===== config.mk =====
export PLATFORM = sky130hd
export DESIGN_NAME = seg_ram_loader
export DESIGN_NICKNAME = d
export VERILOG_FILES = /design/src/rtl/seg_ldr_pkg.sv /design/src/rtl/sl_col_ptr.sv /design/src/rtl/sl_packer.sv /design/src/rtl/sl_col_mem.sv /design/src/rtl/seg_ram_loader.sv
export SDC_FILE = /design/constraint.sdc
export NUM_CORES = 1
export LEC_CHECK = 0
export ABC_AREA = 1
export BUFFER_PORTS_ARGS = -buffer_cell sky130_fd_sc_hd__buf_2
export CELL_PAD_IN_SITES_DETAIL_PLACEMENT = 1
export CELL_PAD_IN_SITES_GLOBAL_PLACEMENT = 1
export CORE_UTILIZATION = 40
export CTS_BUF_LIST = sky130_fd_sc_hd__clkbuf_8
export DETAILED_ROUTE_END_ITERATION = 10
export GPL_ROUTABILITY_DRIVEN = 0
export MAX_ROUTING_LAYER = met4
export PLACE_DENSITY = 0.68
export SYNTH_ARGS = -nofsm -noshare
export SYNTH_HDL_FRONTEND = slang
export SYNTH_SLANG_ARGS = --single-unit
export TNS_END_PERCENT = 10

===== constraint.sdc =====
create_clock -name clk -period 5.25 [get_ports clk]
set_clock_uncertainty 0.2 [all_clocks]
set_input_delay 0.7875 -clock clk [delete_from_list [all_inputs] [get_ports clk]]
set_output_delay 0.7875 -clock clk [all_outputs]
set_load 0.05 [all_outputs]

===== src/rtl/seg_ldr_pkg.sv =====
package seg_ldr_pkg;
  localparam int unsigned NCOL_DEF   = 40;
  localparam int unsigned NROW_DEF   = 4;
  localparam int unsigned BYTE_W_DEF = 8;

  typedef enum logic [1:0] {
    MUX_STATIC = 2'd0,
    MUX_TWO    = 2'd1,
    MUX_THREE  = 2'd2,
    MUX_FOUR   = 2'd3
  } mux_mode_e;

  // rows used per column in a mode
  function automatic int unsigned rows_of(mux_mode_e m);
    case (m)
      MUX_STATIC: rows_of = 1;
      MUX_TWO:    rows_of = 2;
      MUX_THREE:  rows_of = 3;
      default:    rows_of = 4;
    endcase
  endfunction

  // columns a byte of width bw spans in a mode
  function automatic int unsigned steps_of(mux_mode_e m, int unsigned bw);
    steps_of = (bw + rows_of(m) - 1) / rows_of(m);
  endfunction

  // bits written at step index s; the last step takes the remainder
  function automatic int unsigned bits_at(mux_mode_e m, int unsigned s, int unsigned bw);
    if (s == steps_of(m, bw) - 1) bits_at = bw - rows_of(m) * s;
    else                          bits_at = rows_of(m);
  endfunction
endpackage


===== src/rtl/sl_col_ptr.sv =====
module sl_col_ptr #(
  parameter int unsigned NCOL  = 40,
  parameter int unsigned COL_W = 6
) (
  input  logic             clk,
  input  logic             rst_n,
  input  logic             load,
  input  logic [COL_W-1:0] load_val,
  input  logic             adv,
  output logic [COL_W-1:0] ptr
);
  localparam logic [COL_W-1:0] LAST = COL_W'(NCOL - 1);

  always_ff @(posedge clk) begin
    if (!rst_n)          ptr <= '0;
    else if (load)       ptr <= (load_val <= LAST) ? load_val : '0;
    else if (adv)        ptr <= (ptr == LAST) ? '0 : ptr + 1'b1;
  end
endmodule


===== src/rtl/sl_packer.sv =====
module sl_packer
  import seg_ldr_pkg::*;
#(
  parameter int unsigned BYTE_W = 8,
  parameter int unsigned NROW   = 4
) (
  input  logic              clk,
  input  logic              rst_n,
  input  logic              acc,
  input  logic [BYTE_W-1:0] acc_data,
  input  mux_mode_e         acc_mode,
  input  logic              abort,
  output logic              busy,
  output logic              wr_en,
  output logic [NROW-1:0]   wr_mask,
  output logic [NROW-1:0]   wr_bits
);
  localparam int unsigned STEP_W = $clog2(BYTE_W + 1);

  logic [BYTE_W-1:0] sr_q;
  mux_mode_e         mode_q;
  logic [STEP_W-1:0] step_q;
  int unsigned       nbits;
  logic              last;

  always_comb begin
    nbits = bits_at(mode_q, 32'(step_q), BYTE_W);
    last  = (32'(step_q) == steps_of(mode_q, BYTE_W) - 1);
    wr_en = busy & ~abort;
  end

  for (genvar r = 0; r < NROW; r++) begin : g_row
    assign wr_mask[r] = (r < nbits);
    assign wr_bits[r] = sr_q[BYTE_W-1-r];
  end

  always_ff @(posedge clk) begin
    if (!rst_n) begin
      sr_q   <= '0;
      mode_q <= MUX_STATIC;
      step_q <= '0;
      busy   <= 1'b0;
    end else begin
      if (abort) begin
        busy <= 1'b0;
      end else if (wr_en) begin
        sr_q   <= sr_q << nbits;
        step_q <= step_q + 1'b1;
        if (last) busy <= 1'b0;
      end
      if (acc) begin
        sr_q   <= acc_data;
        mode_q <= acc_mode;
        step_q <= '0;
        busy   <= 1'b1;
      end
    end
  end
endmodule


===== src/rtl/sl_col_mem.sv =====
module sl_col_mem #(
  parameter int unsigned NCOL  = 40,
  parameter int unsigned NROW  = 4,
  parameter int unsigned COL_W = 6
) (
  input  logic             clk,
  input  logic             rst_n,
  input  logic             wr_en,
  input  logic [COL_W-1:0] wr_col,
  input  logic [NROW-1:0]  wr_mask,
  input  logic [NROW-1:0]  wr_bits,
  input  logic [COL_W-1:0] rd_col,
  output logic [NROW-1:0]  rd_word
);
  logic [NROW-1:0] cols [NCOL];

  for (genvar c = 0; c < NCOL; c++) begin : g_col
    always_ff @(posedge clk) begin
      if (!rst_n) cols[c] <= '0;
      else if (wr_en && wr_col == COL_W'(c))
        cols[c] <= (cols[c] & ~wr_mask) | (wr_bits & wr_mask);
    end
  end

  always_comb begin
    rd_word = '0;
    for (int c = 0; c < NCOL; c++)
      if (rd_col == COL_W'(c)) rd_word = cols[c];
  end
endmodule


===== src/rtl/seg_ram_loader.sv =====
module seg_ram_loader
  import seg_ldr_pkg::*;
#(
  parameter int unsigned NCOL   = NCOL_DEF,
  parameter int unsigned NROW   = NROW_DEF,
  parameter int unsigned BYTE_W = BYTE_W_DEF,
  localparam int unsigned COL_W = $clog2(NCOL + 1)
) (
  input  logic              clk,
  input  logic              rst_n,
  input  logic              in_valid,
  input  logic [BYTE_W-1:0] in_data,
  output logic              in_ready,
  input  logic [1:0]        mode,
  input  logic              addr_load,
  input  logic [COL_W-1:0]  addr_val,
  input  logic [COL_W-1:0]  rd_col,
  output logic [NROW-1:0]   rd_word
);
  logic             busy;
  logic             acc;
  logic             wr_en;
  logic [NROW-1:0]  wr_mask;
  logic [NROW-1:0]  wr_bits;
  logic [COL_W-1:0] ptr;

  assign in_ready = ~busy;
  assign acc      = in_valid & in_ready;

  sl_packer #(.BYTE_W(BYTE_W), .NROW(NROW)) u_pack (
    .clk(clk), .rst_n(rst_n), .acc(acc), .acc_data(in_data),
    .acc_mode(mux_mode_e'(mode)), .abort(addr_load), .busy(busy),
    .wr_en(wr_en), .wr_mask(wr_mask), .wr_bits(wr_bits)
  );

  sl_col_ptr #(.NCOL(NCOL), .COL_W(COL_W)) u_ptr (
    .clk(clk), .rst_n(rst_n), .load(addr_load), .load_val(addr_val),
    .adv(wr_en), .ptr(ptr)
  );

  sl_col_mem #(.NCOL(NCOL), .NROW(NROW), .COL_W(COL_W)) u_mem (
    .clk(clk), .rst_n(rst_n), .wr_en(wr_en), .wr_col(ptr),
    .wr_mask(wr_mask), .wr_bits(wr_bits), .rd_col(rd_col), .rd_word(rd_word)
  );
endmodule


==> results by group <==
Logic synthesis
  • Post-synth EDFFs: 160
  • Top cell type's share of synthesized area: 44.5%
  • Distinct cell type count of the synthesized netlist: 42
  • Synth Area per Inst: 7.81 um2
  • Post-synthesis net count: 1442
  • Top-count cell post-synth: sky130_fd_sc_hd__nand2_1
  • Cells after Synth: 1382
  • Yosys synthesis warning count: 0
  • Synth Cell Area: 10800 um2
  • Commonest cells in the synthesized netlist: sky130_fd_sc_hd__nand2_1, sky130_fd_sc_hd__a21oi_1, sky130_fd_sc_hd__edfxtp_1, sky130_fd_sc_hd__inv_1, sky130_fd_sc_hd__nor2_1
  • Sequential fraction of the synthesis area: 48.4%
  • Synth area leaders: sky130_fd_sc_hd__edfxtp_1, sky130_fd_sc_hd__nand2_1, sky130_fd_sc_hd__a21oi_1, sky130_fd_sc_hd__inv_1, sky130_fd_sc_hd__nand3_1
  • Main synth FF type: sky130_fd_sc_hd__edfxtp_1
  • Largest area contributor in the netlist: sky130_fd_sc_hd__edfxtp_1
  • Share of synthesized registers carrying an async set or reset: 0%
  • Flops & latches, synth: 181

Floorplan
  • DIE HEIGHT: 166 um
  • Ports placed on the boundary: 31
  • Floorplan Core Area: 26300 um2
  • Width of the die: 166 um
  • Standard-cell rows: 59
  • Area of the die: 27600 um2
  • Initial core utilization: 41.1%

Final layout
  • Ant. Diodes: 0
  • Area growth, synth to finish: 10.1%
  • Net total in the final layout: 1462
  • Post-route cell area: 11900 um2
  • Post-Layout Cell Count: 1750
  • Proportion of layout cells with a drive suffix above 1: 9.68%

Timing
  • F_max: 0.205 GHz
  • Final count of negative-setup-slack endpoints: 0
  • Final hold violations: 0
  • Worst path setup slack after routing: 367 ps
  • Transition time at the pin with the least slew margin: 1160 ps
  • Worst slew margin relative to its limit: 22.4%
  • Setup tns final: 0 ps
  • Max-slew violations: 0
  • Fin crit period: 4880 ps
  • Tightest hold margin: 295 ps
  • Final worst-path cycle share: 93.0%

Critical path
  • Worst-path maximum fanout: 25
  • Worst Reg-to-Reg Cells: 27
  • FF-to-FF End: u_mem.cols[0][4]
  • Top delay family on crit path: adder cells
  • Kind of start point of the critical path: flip-flop
  • Bufs and invs on worst path: 7
  • CP most frequent cell: sky130_fd_sc_hd__ha_1
  • Register-to-register setup slack: 370 ps
  • Longest individual stage delay on the worst path: 340 ps
  • Start-to-end type of the worst setup path: reg -> reg
  • Kind of capture point of the worst setup path: flip-flop
  • Critical Path AT: 4920 ps
  • Standard cell with the maximum stage delay on the critical path: sky130_fd_sc_hd__dfxtp_1
  • Startpoint of the worst register-to-register path: u_pack.mode_q[0]
  • WP data required: 5290 ps

Clock tree
  • Hold_buf cts: 0
  • Clock tree from TritonCTS: built
  • Skew-Pair Late Insertion Delay: 480 ps
  • Worst-path clk slew: 110 ps
  • Cell chosen for the clock root: sky130_fd_sc_hd__clkbuf_8
  • Maximum number of buffers from clock root to sink: 2
  • TritonCTS Sinks: 181
  • Number of clock buffers inserted by TritonCTS: 17
  • CTS H-tree depth: 4

Power
  • Peak VDD IR: 0.000165 V
  • Areal power density over the cells: 263 nW/um2
  • Static Leakage: 4.61 nW

Min path
  • Hold Crit Class: reg -> reg
  • WHS Endpoint: u_pack.sr_q[2]
  • Hold Crit Depth: 2
  • Min-Delay Startpoint: u_pack.sr_q[2]

Place
  • Worst setup slack before clock tree synthesis: 14.0 ps
  • # placed instances: 1716
  • Detailed placer's ending HPWL: 25500 um
  • Number of buffers added on ports: 30
  • Post-placement cell area: 11400 um2

Outcome
  • Run status: finished, final reports clean

Drt
  • Vias per inst: 5.44
  • Antenna Violating Nets Remaining: 0
  • Wire length per cell after detailed routing: 20.3 um
  • Via total after detailed routing: 9523
  • Residual DRC count: 0
  • Detailed Route Iter0 Violations: 731
  • Number of search-and-repair iterations in the first detailed-routing pass: 8
  • Routed Wire Length: 35500 um

Global routing
  • Global-route wire length before repair: 54700 um
  • Overflow left after global routing: 0
  • Number of global-route vias before repair: 9681
  • Gr usage total: 26.6%
  • Largest net degree at the start of global routing: 41
  • Initial antenna violation count: 0

Run
  • Number of violations of the max-capacitance limit: 0
layout make-up:
type	count	area (um2)
flip-flops and latches	181	5230
fillers	3253	14400
clock buffers	17	234
multi-input cells	1007	4850
repair buffers	55	467
clock inverters	15	159
inverters	140	526
well taps	335	419
cells by family (layout without fill, tap and decap cells):
logic type	Yosys count	in the layout	share of synthesized area [%]
AND/OR/NAND/NOR	720	720	28.0
AO/OA/AOI/OAI	250	250	12.1
buffers and inverters	194	227	7.17
flip-flops	181	181	48.4
adder cells (fa/ha/maj)	34	34	4.08
XOR/XNOR	3	3	0.243
placed cells by master (no fill, tap or decap), types with 2 or more instances in the layout:
master / n
sky130_fd_sc_hd__nor4_2: 2
sky130_fd_sc_hd__nor2_1: 97
sky130_fd_sc_hd__buf_4: 13
sky130_fd_sc_hd__or2_2: 14
sky130_fd_sc_hd__nand3_1: 85
sky130_fd_sc_hd__buf_6: 3
sky130_fd_sc_hd__nand2_2: 7
sky130_fd_sc_hd__clkbuf_8: 17
sky130_fd_sc_hd__ha_1: 30
sky130_fd_sc_hd__inv_1: 129
sky130_fd_sc_hd__or2_1: 2
sky130_fd_sc_hd__edfxtp_1: 160
sky130_fd_sc_hd__o211ai_1: 3
sky130_fd_sc_hd__xnor2_1: 2
sky130_fd_sc_hd__fa_1: 2
sky130_fd_sc_hd__clkinv_1: 2
sky130_fd_sc_hd__nand2_1: 453
sky130_fd_sc_hd__clkinvlp_4: 4
sky130_fd_sc_hd__o21ai_2: 3
sky130_fd_sc_hd__buf_2: 30
sky130_fd_sc_hd__ha_4: 2
sky130_fd_sc_hd__o21ai_1: 5
sky130_fd_sc_hd__or2_0: 3
sky130_fd_sc_hd__a31oi_1: 13
sky130_fd_sc_hd__nor3_1: 6
sky130_fd_sc_hd__nor2_4: 3
sky130_fd_sc_hd__a21oi_1: 191
sky130_fd_sc_hd__nor2_2: 7
sky130_fd_sc_hd__dfxtp_1: 20
sky130_fd_sc_hd__o21ai_0: 27
sky130_fd_sc_hd__nor3b_1: 3
sky130_fd_sc_hd__inv_8: 6
sky130_fd_sc_hd__nand4_1: 34
sky130_fd_sc_hd__a211oi_1: 2
sky130_fd_sc_hd__buf_12: 8
sky130_fd_sc_hd__inv_2: 9
sky130_fd_sc_hd__inv_6: 3
state kept, by name, indices dropped and copies added (netlist names):
signal,flops
u_pack.sr_q,8
u_pack.step_q,4
u_pack.busy,1
u_pack.mode_q,2
u_ptr.ptr,6
u_mem.cols,160
where the power goes:
part	total (mW)	internal, mW	switching, mW
sequential	1.65	1.61	0.0356
clock	1.00	0.397	0.605
combinational	0.477	0.125	0.352
total	3.13	2.14	0.992
what timing repair did:
item,CTS,global route
resized for setup,2,12
setup endpoints to repair,15,168
pin swaps,1,2
endpoints found under the hold margin,0,0
setup buffers,0,1
gates cloned,0,1
how the worst max path moves through the flow:
stage | start | endpoint | slack (ps) | cells past startpoint
finish | u_pack.mode_q[0] | u_mem.cols[0][4] | 370 | 27
detailed placement | u_pack.mode_q[1] | u_mem.cols[3][29] | 10 | 24
CTS | u_pack.mode_q[1] | u_mem.cols[0][4] | 30 | 27
global route | u_pack.mode_q[0] | u_pack.sr_q[7] | -6 | 31
floorplan | u_pack.mode_q[0] | u_mem.cols[0][0] | 500 | 27
global placement | u_pack.mode_q[1] | u_mem.cols[4][5] | 180 | 24
worst min-delay path, cell delays in order (launching register included):
cell	delay, ps
sky130_fd_sc_hd__dfxtp_1	330
sky130_fd_sc_hd__nand2_1	60
sky130_fd_sc_hd__a31oi_1	70
through the flow:
| step | utilization [%] | power (mW) |
|---|---|---|
| final | 45.2 | 3.13 |
| after global routing | 45.2 | 3.25 |
| after CTS | 44.9 | 3.13 |
| after floorplan | - | 1.96 |
| after global placement | 43.4 | 2.13 |
| after detailed placement | 43.4 | 2.14 |
layer usage:
| metal | share of wire (%) | up-vias | GRT usage [%] |
|---|---|---|---|
| met5 | 0 | - | - |
| met3 | 4.2 | 44 | 4.00 |
| li1 | - | 4665 | - |
| met1 | 47 | 4609 | 34.9 |
| met4 | 1.6 | 0 | 6.20 |
| met2 | 48 | 205 | 43.4 |
Power figures use the tool's default switching activity.
